===== src/rtl/loc_acc_pkg.sv =====
package loc_acc_pkg;

  localparam int unsigned ACC_W = 8;

  // bit positions the sequencer decodes in the access byte
  localparam int unsigned VALID_POS  = 7;
  localparam int unsigned ACTIVE_POS = 5;
  localparam int unsigned PEND_POS   = 1;

  localparam logic [ACC_W-1:0] WR_ASK  = 8'h02;
  localparam logic [ACC_W-1:0] WR_DROP = 8'h20;

  typedef enum logic [1:0] {
    OP_ASK  = 2'd0,
    OP_DROP = 2'd1,
    OP_WAIT = 2'd2,
    OP_ILL  = 2'd3
  } op_e;

  typedef enum logic [2:0] {
    RC_OK      = 3'd0,
    RC_BAD     = 3'd1,
    RC_BUSY    = 3'd2,
    RC_TIMEOUT = 3'd3,
    RC_BUSERR  = 3'd4
  } rc_e;

  typedef enum logic [1:0] {
    ACT_FINISH = 2'd0,
    ACT_WRITE  = 2'd1,
    ACT_PAUSE  = 2'd2
  } act_e;

  typedef struct packed {
    act_e             kind;
    rc_e              code;
    logic [ACC_W-1:0] wbyte;
  } action_t;

  function automatic logic byte_valid(input logic [ACC_W-1:0] v);
    return v[VALID_POS];
  endfunction

  // what to do after a qualified read of the access byte
  function automatic action_t decide(input op_e op, input logic second,
                                     input logic [ACC_W-1:0] v);
    action_t a;
    a.kind  = ACT_FINISH;
    a.code  = RC_BAD;
    a.wbyte = '0;
    unique case (op)
      OP_ASK: begin
        if (v[PEND_POS])        a.code = RC_BUSY;
        else if (v[ACTIVE_POS]) a.code = RC_BAD;
        else begin
          a.kind  = ACT_WRITE;
          a.code  = RC_OK;
          a.wbyte = WR_ASK;
        end
      end
      OP_DROP: begin
        if (v[PEND_POS] || !v[ACTIVE_POS]) a.code = RC_BAD;
        else begin
          a.kind  = ACT_WRITE;
          a.code  = RC_OK;
          a.wbyte = WR_DROP;
        end
      end
      OP_WAIT: begin
        if (v[ACTIVE_POS])    a.code = RC_OK;
        else if (second)      a.code = v[PEND_POS] ? RC_TIMEOUT : RC_BAD;
        else if (v[PEND_POS]) a.kind = ACT_PAUSE;
        else                  a.code = RC_BAD;
      end
      default: a.code = RC_BAD;
    endcase
    return a;
  endfunction

endpackage


===== src/rtl/loc_acc_timer.sv =====
module loc_acc_timer #(
  parameter int unsigned TIMEOUT_CYC = 75_000_000
) (
  input  logic clk,
  input  logic rst_n,
  input  logic start,
  output logic busy,
  output logic expired
);
  localparam int unsigned CNT_W = (TIMEOUT_CYC > 1) ? $clog2(TIMEOUT_CYC) : 1;
  localparam logic [CNT_W-1:0] LOAD = CNT_W'(TIMEOUT_CYC - 1);

  logic [CNT_W-1:0] cnt_q;
  logic             busy_q;

  always_ff @(posedge clk) begin
    if (!rst_n) begin
      cnt_q  <= '0;
      busy_q <= 1'b0;
    end else if (start) begin
      cnt_q  <= LOAD;
      busy_q <= 1'b1;
    end else if (busy_q) begin
      if (cnt_q == '0) busy_q <= 1'b0;
      else             cnt_q  <= cnt_q - 1'b1;
    end
  end

  assign busy    = busy_q;
  assign expired = busy_q && (cnt_q == '0);


  start_arms_chk: assert property (@(posedge clk) disable iff (!rst_n)
    start |=> busy);

endmodule


===== src/rtl/loc_acc_tries.sv =====
module loc_acc_tries #(
  parameter int unsigned READ_TRIES = 3
) (
  input  logic clk,
  input  logic rst_n,
  input  logic clr,
  input  logic inc,
  output logic last
);
  localparam int unsigned TRY_W = (READ_TRIES > 1) ? $clog2(READ_TRIES) : 1;
  localparam logic [TRY_W-1:0] TOP = TRY_W'(READ_TRIES - 1);

  logic [TRY_W-1:0] cnt_q;

  always_ff @(posedge clk) begin
    if (!rst_n)                   cnt_q <= '0;
    else if (clr)                 cnt_q <= '0;
    else if (inc && cnt_q != TOP) cnt_q <= cnt_q + 1'b1;
  end

  assign last = (cnt_q == TOP);


  tries_bound_chk: assert property (@(posedge clk) disable iff (!rst_n)
    cnt_q <= TOP);

endmodule


===== src/rtl/loc_access_seq.sv =====
module loc_access_seq
  import loc_acc_pkg::*;
#(
  parameter int unsigned LOC_W       = 3,
  parameter int unsigned TIMEOUT_CYC = 75_000_000,
  parameter int unsigned READ_TRIES  = 3
) (
  input  logic             clk,
  input  logic             rst_n,
  input  logic             cmd_valid,
  output logic             cmd_ready,
  input  logic [1:0]       cmd_op,
  input  logic [LOC_W-1:0] cmd_loc,
  output logic             done,
  output logic [2:0]       status,
  output logic             bus_req,
  output logic             bus_we,
  output logic [LOC_W-1:0] bus_loc,
  output logic [7:0]       bus_wdata,
  input  logic             bus_ack,
  input  logic [7:0]       bus_rdata,
  input  logic             bus_err
);

  typedef enum logic [2:0] {
    S_IDLE, S_READ, S_GAP, S_EVAL, S_PAUSE, S_WRITE
  } state_e;

  state_e           st_q, st_d;
  op_e              op_q;
  logic [LOC_W-1:0] loc_q;
  logic             second_q;
  logic [ACC_W-1:0] val_q;
  logic [ACC_W-1:0] wbyte_q;
  logic             done_q;
  rc_e              code_q;

  // named internal events
  logic    accept;
  logic    rd_good;
  logic    rd_stale;
  logic    tries_last;
  logic    tmr_start, tmr_busy, tmr_exp;
  logic    try_clr, try_inc;
  logic    fin;
  rc_e     fin_code;
  action_t act;

  loc_acc_timer #(.TIMEOUT_CYC(TIMEOUT_CYC)) u_timer (
    .clk     (clk),
    .rst_n   (rst_n),
    .start   (tmr_start),
    .busy    (tmr_busy),
    .expired (tmr_exp)
  );

  loc_acc_tries #(.READ_TRIES(READ_TRIES)) u_tries (
    .clk   (clk),
    .rst_n (rst_n),
    .clr   (try_clr),
    .inc   (try_inc),
    .last  (tries_last)
  );

  assign accept   = (st_q == S_IDLE) && cmd_valid;
  assign rd_good  = (st_q == S_READ) && bus_ack && !bus_err && byte_valid(bus_rdata);
  assign rd_stale = (st_q == S_READ) && bus_ack && !bus_err && !byte_valid(bus_rdata);
  assign act      = decide(op_q, second_q, val_q);

  always_comb begin
    st_d      = st_q;
    fin       = 1'b0;
    fin_code  = RC_OK;
    tmr_start = 1'b0;
    try_clr   = 1'b0;
    try_inc   = 1'b0;
    unique case (st_q)
      S_IDLE: begin
        if (cmd_valid) begin
          try_clr = 1'b1;
          st_d    = (op_e'(cmd_op) == OP_ILL) ? S_EVAL : S_READ;
        end
      end
      S_READ: begin
        if (bus_ack) begin
          if (bus_err) begin
            fin      = 1'b1;
            fin_code = RC_BUSERR;
          end else if (rd_good) begin
            st_d = S_EVAL;
          end else if (tries_last) begin
            fin      = 1'b1;
            fin_code = RC_TIMEOUT;
          end else begin
            try_inc   = 1'b1;
            tmr_start = 1'b1;
            st_d      = S_GAP;
          end
        end
      end
      S_GAP: begin
        if (tmr_exp) st_d = S_READ;
      end
      S_EVAL: begin
        unique case (act.kind)
          ACT_WRITE: st_d = S_WRITE;
          ACT_PAUSE: begin
            tmr_start = 1'b1;
            try_clr   = 1'b1;
            st_d      = S_PAUSE;
          end
          default: begin
            fin      = 1'b1;
            fin_code = act.code;
          end
        endcase
      end
      S_PAUSE: begin
        if (tmr_exp) st_d = S_READ;
      end
      S_WRITE: begin
        if (bus_ack) begin
          fin      = 1'b1;
          fin_code = bus_err ? RC_BUSERR : RC_OK;
        end
      end
      default: st_d = S_IDLE;
    endcase
    if (fin) st_d = S_IDLE;
  end

  always_ff @(posedge clk) begin
    if (!rst_n) begin
      st_q     <= S_IDLE;
      op_q     <= OP_ASK;
      loc_q    <= '0;
      second_q <= 1'b0;
      val_q    <= '0;
      wbyte_q  <= '0;
      done_q   <= 1'b0;
      code_q   <= RC_OK;
    end else begin
      st_q   <= st_d;
      done_q <= fin;
      if (fin) code_q <= fin_code;
      if (accept) begin
        op_q     <= op_e'(cmd_op);
        loc_q    <= cmd_loc;
        second_q <= 1'b0;
        val_q    <= '0;
      end
      if (rd_good) val_q <= bus_rdata;
      if (st_q == S_EVAL && act.kind == ACT_WRITE) wbyte_q <= act.wbyte;
      if (st_q == S_EVAL && act.kind == ACT_PAUSE) second_q <= 1'b1;
    end
  end

  assign cmd_ready = (st_q == S_IDLE);
  assign done      = done_q;
  assign status    = code_q;
  assign bus_req   = (st_q == S_READ) || (st_q == S_WRITE);
  assign bus_we    = (st_q == S_WRITE);
  assign bus_loc   = loc_q;
  assign bus_wdata = (st_q == S_WRITE) ? wbyte_q : '0;


  busy_after_take_chk: assert property (@(posedge clk) disable iff (!rst_n)
    (cmd_valid && cmd_ready) |=> !cmd_ready);


  quiet_gap_chk: assert property (@(posedge clk) disable iff (!rst_n)
    tmr_busy |-> !bus_req);


  err_ends_chk: assert property (@(posedge clk) disable iff (!rst_n)
    (bus_req && bus_ack && bus_err) |=> (done && status == 3'd4 && !bus_req));


  done_single_chk: assert property (@(posedge clk) disable iff (!rst_n)
    done |=> !done);


  write_byte_chk: assert property (@(posedge clk) disable iff (!rst_n)
    (bus_req && bus_we) |-> (bus_wdata == 8'h02 || bus_wdata == 8'h20));


  req_hold_chk: assert property (@(posedge clk) disable iff (!rst_n)
    (bus_req && !bus_ack) |=> (bus_req && $stable(bus_we) &&
                               $stable(bus_wdata) && $stable(bus_loc)));


  idle_quiet_chk: assert property (@(posedge clk) disable iff (!rst_n)
    cmd_ready |-> !bus_req);

endmodule


===== config.mk =====
export PLATFORM = sky130hd
export DESIGN_NAME = loc_access_seq
export DESIGN_NICKNAME = d
export VERILOG_FILES = /design/src/rtl/loc_acc_pkg.sv /design/src/rtl/loc_acc_timer.sv /design/src/rtl/loc_acc_tries.sv /design/src/rtl/loc_access_seq.sv
export SDC_FILE = /design/constraint.sdc
export NUM_CORES = 1
export LEC_CHECK = 0
export BUFFER_PORTS_ARGS = -buffer_cell sky130_fd_sc_hd__buf_2
export CAP_MARGIN = 40
export CORE_UTILIZATION = 55
export CTS_BUF_LIST = sky130_fd_sc_hd__clkbuf_16
export DETAILED_ROUTE_END_ITERATION = 10
export HOLD_SLACK_MARGIN = 0.12
export PLACE_DENSITY = 0.78
export REMOVE_ABC_BUFFERS = 1
export SLEW_MARGIN = 20
export SYNTH_ARGS = -nofsm -noshare
export SYNTH_HDL_FRONTEND = slang
export SYNTH_SLANG_ARGS = --single-unit

===== constraint.sdc =====
create_clock -name clk -period 2.85 [get_ports clk]
set_input_delay 0.285 -clock clk [delete_from_list [all_inputs] [get_ports clk]]
set_output_delay 0.285 -clock clk [all_outputs]
set_load 0.1 [all_outputs]

; After elaboration in Yosys (flattened, before gate mapping)
; Cells that the tools add are included.
[word_totals]
regBits = 57
output_inout_bits = 18
word_cells = 124
[classes]
add_sub_neg = 2
eq_ne = 19
muxes = 62
bitwise = 3
n_reduce_logical = 26
[op_table]
columns = op, count
row1 = $mux W27, 3
row2 = $mux W3, 11
row3 = $logic_not A27 Y1, 1
row4 = $sub A27 B1 Y27 const B, 1
row5 = $mux W2, 12
row6 = $mux W1, 23
row7 = $mux W6, 3
row8 = $pmux W3 S3, 2
row9 = $pmux W8 S2, 1
row10 = $pmux W3 S5, 1
row11 = $ne A2 B2 Y1 const B, 5
row12 = $reduce_or A2 Y1, 5
row13 = $eq A2 B2 Y1 const B, 4
row14 = $logic_and A1 B1 Y1, 8
row15 = $mux W8, 1
row16 = $reduce_and A7 Y1, 1
row17 = $eq A3 B2 Y1 const B, 2
row18 = $eq A3 B3 Y1 const B, 2
row19 = $pmux W2 S3, 1
row20 = $pmux W3 S2, 1
row21 = $reduce_bool A2 Y1, 3
row22 = $eq A2 B1 Y1 const B, 2
row23 = $pmux W1 S2, 2
row24 = $reduce_and A2 Y1, 2
row25 = other kinds (11), 15

; Depth between registers and ports, before layout
; Gate-level depths: netlist of the first run.
[depth]
depth_word = 10
ltp_mapped = 10
mapped_depth_nobuf = 9

; By module
; A second synthesis of the first run with hierarchy kept.
[unflattened]
hier_cells = 303
hier_area_um2 = 2655.0
[by_module_without_submodules]
columns = mod, n_inst, cells_each, area_per_inst_um2, seq_area_each_um2
row1 = loc_acc_timer, 1, 169, 1526.5, 560.5
row2 = loc_access_seq, 1, 124, 1021.0, 340.3
row3 = loc_acc_tries, 1, 10, 107.6, 40.0

; Worst setup path before layout of the first run
; OpenSTA, ideal clock, no wires.
[synth_timing]
kind = reg2reg
from = register st_q[2]
to = register u_tries.cnt_q[0]
setup_time_ps = 120
t_arrival_ps = 3887
required_ps = 2730
slack_ps = -1157
path_stages_with_launch = 6
path_buffers = 1
cell_sequence = dfxtp_1 > clkbuf_1 > nor3_1 > nand2_1 > nand3_1 > nor2_1
[synth_rtl]
columns = element, line
row1 = start: declaration, loc_access_seq.sv:29  ; state_e st_q, st_d;
row2 = start signal: assignment, loc_access_seq.sv:143  ; st_q <= st_d;
row3 = $logic_not A3 Y1, n/a
row4 = via cmd_ready, loc_access_seq.sv:11  ; output logic cmd_ready,
row5 = $pmux W1 S2, loc_access_seq.sv:77  ; unique case (st_q)
row6 = $reduce_or A2 Y1 (no source line), n/a
row7 = end signal: assignment, loc_acc_tries.sv:18  ; else if (inc && cnt_q != TOP) cnt_q <= cnt_q + 1'b1;
row8 = end: declaration, loc_acc_tries.sv:13  ; logic [TRY_W-1:0] cnt_q;
; The timed path passes the listed nets, and every way through them passes these cells.
; A chain may end at the register's enable or synchronous reset.

; Worst setup path after layout of the first run
[layout_timing]
from = register u_timer.cnt_q[2]
to = register u_timer.cnt_q[25]
[layout_via]
elab_chain_cells = 3
[layout_lines]
columns = element, line
row1 = start: declaration, loc_acc_timer.sv:13  ; logic [CNT_W-1:0] cnt_q;
row2 = start signal: assignment, loc_acc_timer.sv:25  ; else cnt_q <= cnt_q - 1'b1;
row3 = branches (longest 3 deep; another with $sub A27 B1 Y27), n/a
; Parallel ways; which one is timed is not known.

==> impl_metrics.ini, run 1 <==
[placed_design]
dp.cells = 365
io_buffers = 24
dp.final_hpwl_um = 3650
place_congestion = 0.868

[power_and_ir_drop]
power_mw = 1.76
vdd_ir_drop_max_uv = 358
p_leak_nw = 1.10
power_density_mw_per_mm2 = 641

[route]
first_pass_iters = 4
routed_via_density = 6.00
drt_iter0_drc = 230
drcViolationCount = 0
routed_wl_um = 5210
num_vias = 2239
wl_per_cell_um = 14.0
ant_nets = 0

[yosys]
async_flop_share = 0
yosysTopAreaCellShare = 0.386
synth_top_area_cell = dfxtp_1
seq_area_frac_synth = 0.386
synth_cell_type_count = 55
synth_seq_cells = 47
synth_area_mm2 = 0.00244
syn_area_per_cell_um2 = 8.16
synthFlopType = dfxtp_1
synth.area.top_cells = dfxtp_1 (39%), a21oi_1 (5.3%), nand2_1 (3.8%)
synth_cells = 299
yosys_warnings = 0
synth_edf_count = 0

[worst_setup_path]
cp_cell_sequence = or4_4 -> or3_4 -> or4_4 -> or4_1 -> a21oi_1
cp_top_family = simple AND/OR/NAND/NOR gates
critPathMaxFanout = 8
setup.worst_path.start_class = register
crit_slowest_cell = or4_4
crit_type = register to register
cp_data_arrival_time_ns = 2.75
required_ns = 3.07
rr_worst_depth = 5
path_common_cell = or4_4
critPathBufInv = 0
critPathCaptureType = register
max_stage_delay_ns = 0.59
crit_cells = 5

[die]
coreArea_mm2 = 0.00412
die_w_um = 68.6
die_h_um = 68.6
rows = 23
initial_core_util = 0.593
pin_count = 36
fp.dieArea_mm2 = 0.00471

[hold_path]
min_delay_path_depth = 3
min_path_type = input port to register

[sta]
slew_violations = 0
slew_headroom = 0.590
setup_tns_ns = 0
rsz0062_at_grt = no
finalSetupViolCount = 0
max_freq_ghz = 0.396
hold_viol = 0
worst_slew_pin_slew_ns = 0.612
finClkSkew_ns = 0.00289
finalCritPeriodShare = 0.886
fin_crit_ns = 2.53

[clock_tree]
root_buffer = clkbuf_16
cts_buffers = 5
htree_levels = 2
cts.repair.resized = 0
cts_tree = yes
clock_latency_ns = 0.29
path_clk_slew_ns = 0.06
cts_buffer_depth = 2
postCtsHoldBufs = 0
clock-sinks = 47
cts_setup_buffers = 0

[run_status]
status = complete, no violations

[global_route]
antenna_found_initial = 0
grt_max_degree = 29
grtUsageTotal = 0.238
grt_pass1_vias = 1788
grt_overflow = 0
grt_pass1_wl_um = 8210

[finish]
antenna_cells = 0
syn_to_final_growth_pct = 12.7
register_area_um2 = 941
multi_input_area_mm2 = 0.00138
post-route-util = 0.668
nFillCells = 350
finalNetCount = 344
fin_cells = 373
layout-drive-gt1-share = 0.176

[run]
drv_cap = 0
registers in the layout, indices dropped and copies added, names as in the netlist:
name / cells
u_timer.cnt_q: 27
bus_loc: 3
st_q: 3
status: 3
op_q: 2
u_tries.cnt_q: 2
val_q: 2
wbyte_q: 2
done: 1
second_q: 1
u_timer.busy: 1
worst reg2reg max path, delay by kind of cell (launching register included):
| family | cells | cell delay [ns] |
|---|---|---|
| DFF | 1 | 0.37 |
| and+or+nand+nor | 4 | 1.95 |
| AOI/OAI and AO/OA | 1 | 0.14 |
final timing paths:
kind	from	to	slack, ns
worst max-delay path	u_timer.cnt_q[2]	u_timer.cnt_q[25]	0.32
worst min-delay path	cmd_loc[2]	bus_loc[2]	0.24
worst max register to register	u_timer.cnt_q[2]	u_timer.cnt_q[25]	0.32
worst min register to register	wbyte_q[5]	wbyte_q[5]	0.45
metrics by stage:
step / worst slack (ns) / hold WS [ns] / area, um^2
6_report: 0.324 / 0.245 / 2750
5_1_grt: 0.185 / 0.251 / 2750
2_1_floorplan: -1.05 / 0.413 / 2360
3_5_place_dp: 0.355 / 0.444 / 2580
3_3_place_gp: 0.376 / 0.440 / 2580
4_1_cts: 0.326 / 0.243 / 2750
power by group:
group          total [mW]  switching [mW]  internal (mW)
Sequential          0.720          0.0357          0.684
Clock               0.654           0.245          0.409
Combinational       0.389           0.275          0.115
area by class of cell:
type | count | area share
Multi-Input combinational cell | 229 | 0.503
Sequential cell | 47 | 0.342
Timing Repair Buffer | 30 | 0.0601
Clock buffer | 5 | 0.0455
Tap cell | 50 | 0.0228
Clock inverter | 3 | 0.0141
Inverter | 9 | 0.0123
routing by layer:
layer | vias up | GRT usage | routed length [um] | share of wire
li1 | 1153 | - | - | -
met5 | - | 0 | 0 | 0
met2 | 50 | 0.380 | 2430 | 0.47
met3 | 8 | 0.0641 | 262 | 0.050
met4 | 0 | 0.0677 | 55 | 0.011
met1 | 1028 | 0.313 | 2460 | 0.47
synthesized netlist by cell type, types with 4 or more instances:
| master | n |
|---|---|
| a21oi_1 | 26 |
| a31oi_1 | 11 |
| and3_1 | 5 |
| buf_4 | 6 |
| clkbuf_1 | 11 |
| dfxtp_1 | 47 |
| ha_1 | 4 |
| inv_1 | 8 |
| nand2_1 | 25 |
| nand3_1 | 15 |
| nor2_1 | 21 |
| nor3_1 | 6 |
| nor4_1 | 9 |
| o211ai_1 | 6 |
| o21ai_0 | 15 |
| o31ai_1 | 6 |
| or2_2 | 6 |
| or3_1 | 11 |
| or3_2 | 4 |
| or4_1 | 7 |
kinds of logic (layout without fill, tap and decap cells):
| logic type | after synthesis | in the layout | share of synthesized area |
|---|---|---|---|
| xor+xnor | 4 | 4 | 0.0144 |
| compound gates | 80 | 80 | 0.206 |
| buf+inv | 28 | 47 | 0.0554 |
| fa+ha+maj | 4 | 4 | 0.0205 |
| other cells | 1 | 6 | 0.00154 |
| simple gates | 132 | 132 | 0.304 |
| mux | 3 | 3 | 0.0128 |
| flops | 47 | 47 | 0.386 |
layout by cell type (no fill, tap or decap), types with 4 or more instances in the layout:
cell type  Yosys  routed
or4_1          7       7
o21ai_0       15      15
o31ai_1        6       6
or3_1         11      11
and3_1         5       5
or2_2          6       6
nand2_1       25      25
nor2_1        21      21
or3_2          4       4
a21oi_1       26      26
buf_4          6       6
o211ai_1       6       6
nor4_1         9       9
dfxtp_1       47      47
ha_1           4       4
conb_1         1       6
a31oi_1       11      11
nand3_1       15      15
inv_1          8       8
buf_2          0      24
nor3_1         6       6
clkbuf_16      0       5
(Power assumes the default switching activity.)
==> run 2: changes to the inputs <==
Settings changed: SETUP_SLACK_MARGIN set to 0.5.
==> impl_metrics.ini, run 2 (same netlist as run 1, synthesis figures left out) <==
[run_status]
status = complete, no violations

[clock_tree]
cts_buffers = 5
clock_latency_ns = 0.29
cts_buffer_depth = 2
cts_tree = yes
path_clk_slew_ns = 0.06
clock-sinks = 47
htree_levels = 2
root_buffer = clkbuf_16

[finish]
layout_common_cells = dfxtp_1 (44), a21oi_1 (26), nand2_1 (25)
top_register = u_timer.cnt_q
final_common_cell = dfxtp_1
antenna_cells = 0
fin_cells = 381
syn_to_final_growth_pct = 16.1
layout-drive-gt1-share = 0.215
post-route-util = 0.688
largest_register_ffs = 27
finalNetCount = 352
design_area_mm2 = 0.00283

[sta]
slew_headroom = 0.605
finClkSkew_ns = 0.00299
hold_viol = 0
finalSetupViolCount = 0
max_freq_ghz = 0.408
rsz0062_at_grt = yes
slew_violations = 0
fin_ws_ns = 0.397
worst_slew_pin_slew_ns = 0.587
finalCritPeriodShare = 0.861
fin_crit_ns = 2.45

[power_and_ir_drop]
vdd_ir_drop_max_uv = 354
power_density_mw_per_mm2 = 631
power_mw = 1.79
p_leak_nw = 1.14

[global_route]
grt_pass1_wl_um = 8310
grtUsageTotal = 0.242
grt_max_degree = 29
grt_overflow = 0
antenna_found_initial = 0
grt_pass1_vias = 1817

[worst_setup_path]
cp_cell_sequence = or4_4 -> or3_4 -> or4_4 -> or4_1 -> a21oi_1
path_common_cell = or4_4
max_stage_delay_ns = 0.56
timing.rr.start = u_timer.cnt_q[5]
crit_slowest_cell = or4_4
crit_type = register to register
cp_data_arrival_time_ns = 2.68
r2r_end = u_timer.cnt_q[25]
critPathMaxFanout = 5
r2r_slack_ns = 0.40
critPathCaptureType = register
required_ns = 3.07
rr_worst_depth = 5
setup.worst_path.start_class = register

[placed_design]
dp.final_hpwl_um = 3650
pre_cts_ws_ns = 0.355
placedInstanceArea_mm2 = 0.00258
io_buffers = 24
dp.cells = 365
place_congestion = 0.868

[route]
first_pass_iters = 5
num_vias = 2283
routed_wl_um = 5450
routed_via_density = 5.99
wl_per_cell_um = 14.3
drcViolationCount = 0
ant_nets = 0
drt_iter0_drc = 209

[die]
die_h_um = 68.6
fp.dieArea_mm2 = 0.00471
die_w_um = 68.6
initial_core_util = 0.593
coreArea_mm2 = 0.00412
pin_count = 36
rows = 23

[hold_path]
min_from = cmd_loc[2]
min_path_type = input port to register
hold_end = bus_loc[2]
min_delay_path_depth = 3

[run]
drv_cap = 0
==> run 2: changes by cell type in the layout (fill, tap and decap cells not counted), sizes merged <==
| cell | delta |
|---|---|
| buf | +8 |
==> run 2: worst max-delay path by stage <==
stage | start | endpoint | slack [ns] | depth (start not counted)
floorplan | st_q[2] | u_tries.cnt_q[0] | -1.05 | 4
global placement | u_timer.cnt_q[2] | u_timer.cnt_q[25] | 0.38 | 5
detailed placement | u_timer.cnt_q[2] | u_timer.cnt_q[25] | 0.36 | 5
CTS | u_timer.cnt_q[5] | u_timer.cnt_q[25] | 0.40 | 5
global route | u_timer.cnt_q[5] | u_timer.cnt_q[25] | 0.35 | 5
finish | u_timer.cnt_q[5] | u_timer.cnt_q[25] | 0.40 | 5
==> run 2: power by group <==
part,switching (mW),internal (mW)
sequential,0.0360,0.684
combinational,0.283,0.134
clock,0.242,0.409
==> run 2: what timing repair did <==
action	in CTS	in global routing
endpoints found under the setup margin	13	13
cloned	0	0
pin swaps	5	6
resized for setup	1	7
buffers inserted	4	4
hold buffers	0	0
==> run 2: critical path, delay by kind of cell (launching register included) <==
family	cells	cell delay [ns]
simple gates	4	1.93
flops	1	0.33
compound gates	1	0.13
==> run 2: area by class of cell <==
cell class | count | area (um^2)
Clock buffer | 5 | 125
Clock inverter | 3 | 38.8
Fill cell | 345 | 1280
Inverter | 9 | 33.8
Multi-Input combinational cell | 229 | 1400
Sequential cell | 47 | 947
Tap cell | 50 | 62.6
Timing Repair Buffer | 38 | 225
==> run 2: layer usage <==
layer  vias up  wire length [um]  global-route usage
li1       1175                 -                   -
met1      1046              2520               0.313
met2        53              2580               0.387
met3         9               264              0.0641
met4         0                78              0.0781
met5         -                 0                   0
==> run 2: per-stage QoR <==
stage	TNS (ns)	hold WS (ns)
global placement	0	0.440
detailed placement	0	0.444
CTS	0	0.243
finish	0	0.246
global route	0	0.251
floorplan	-11.57	0.413
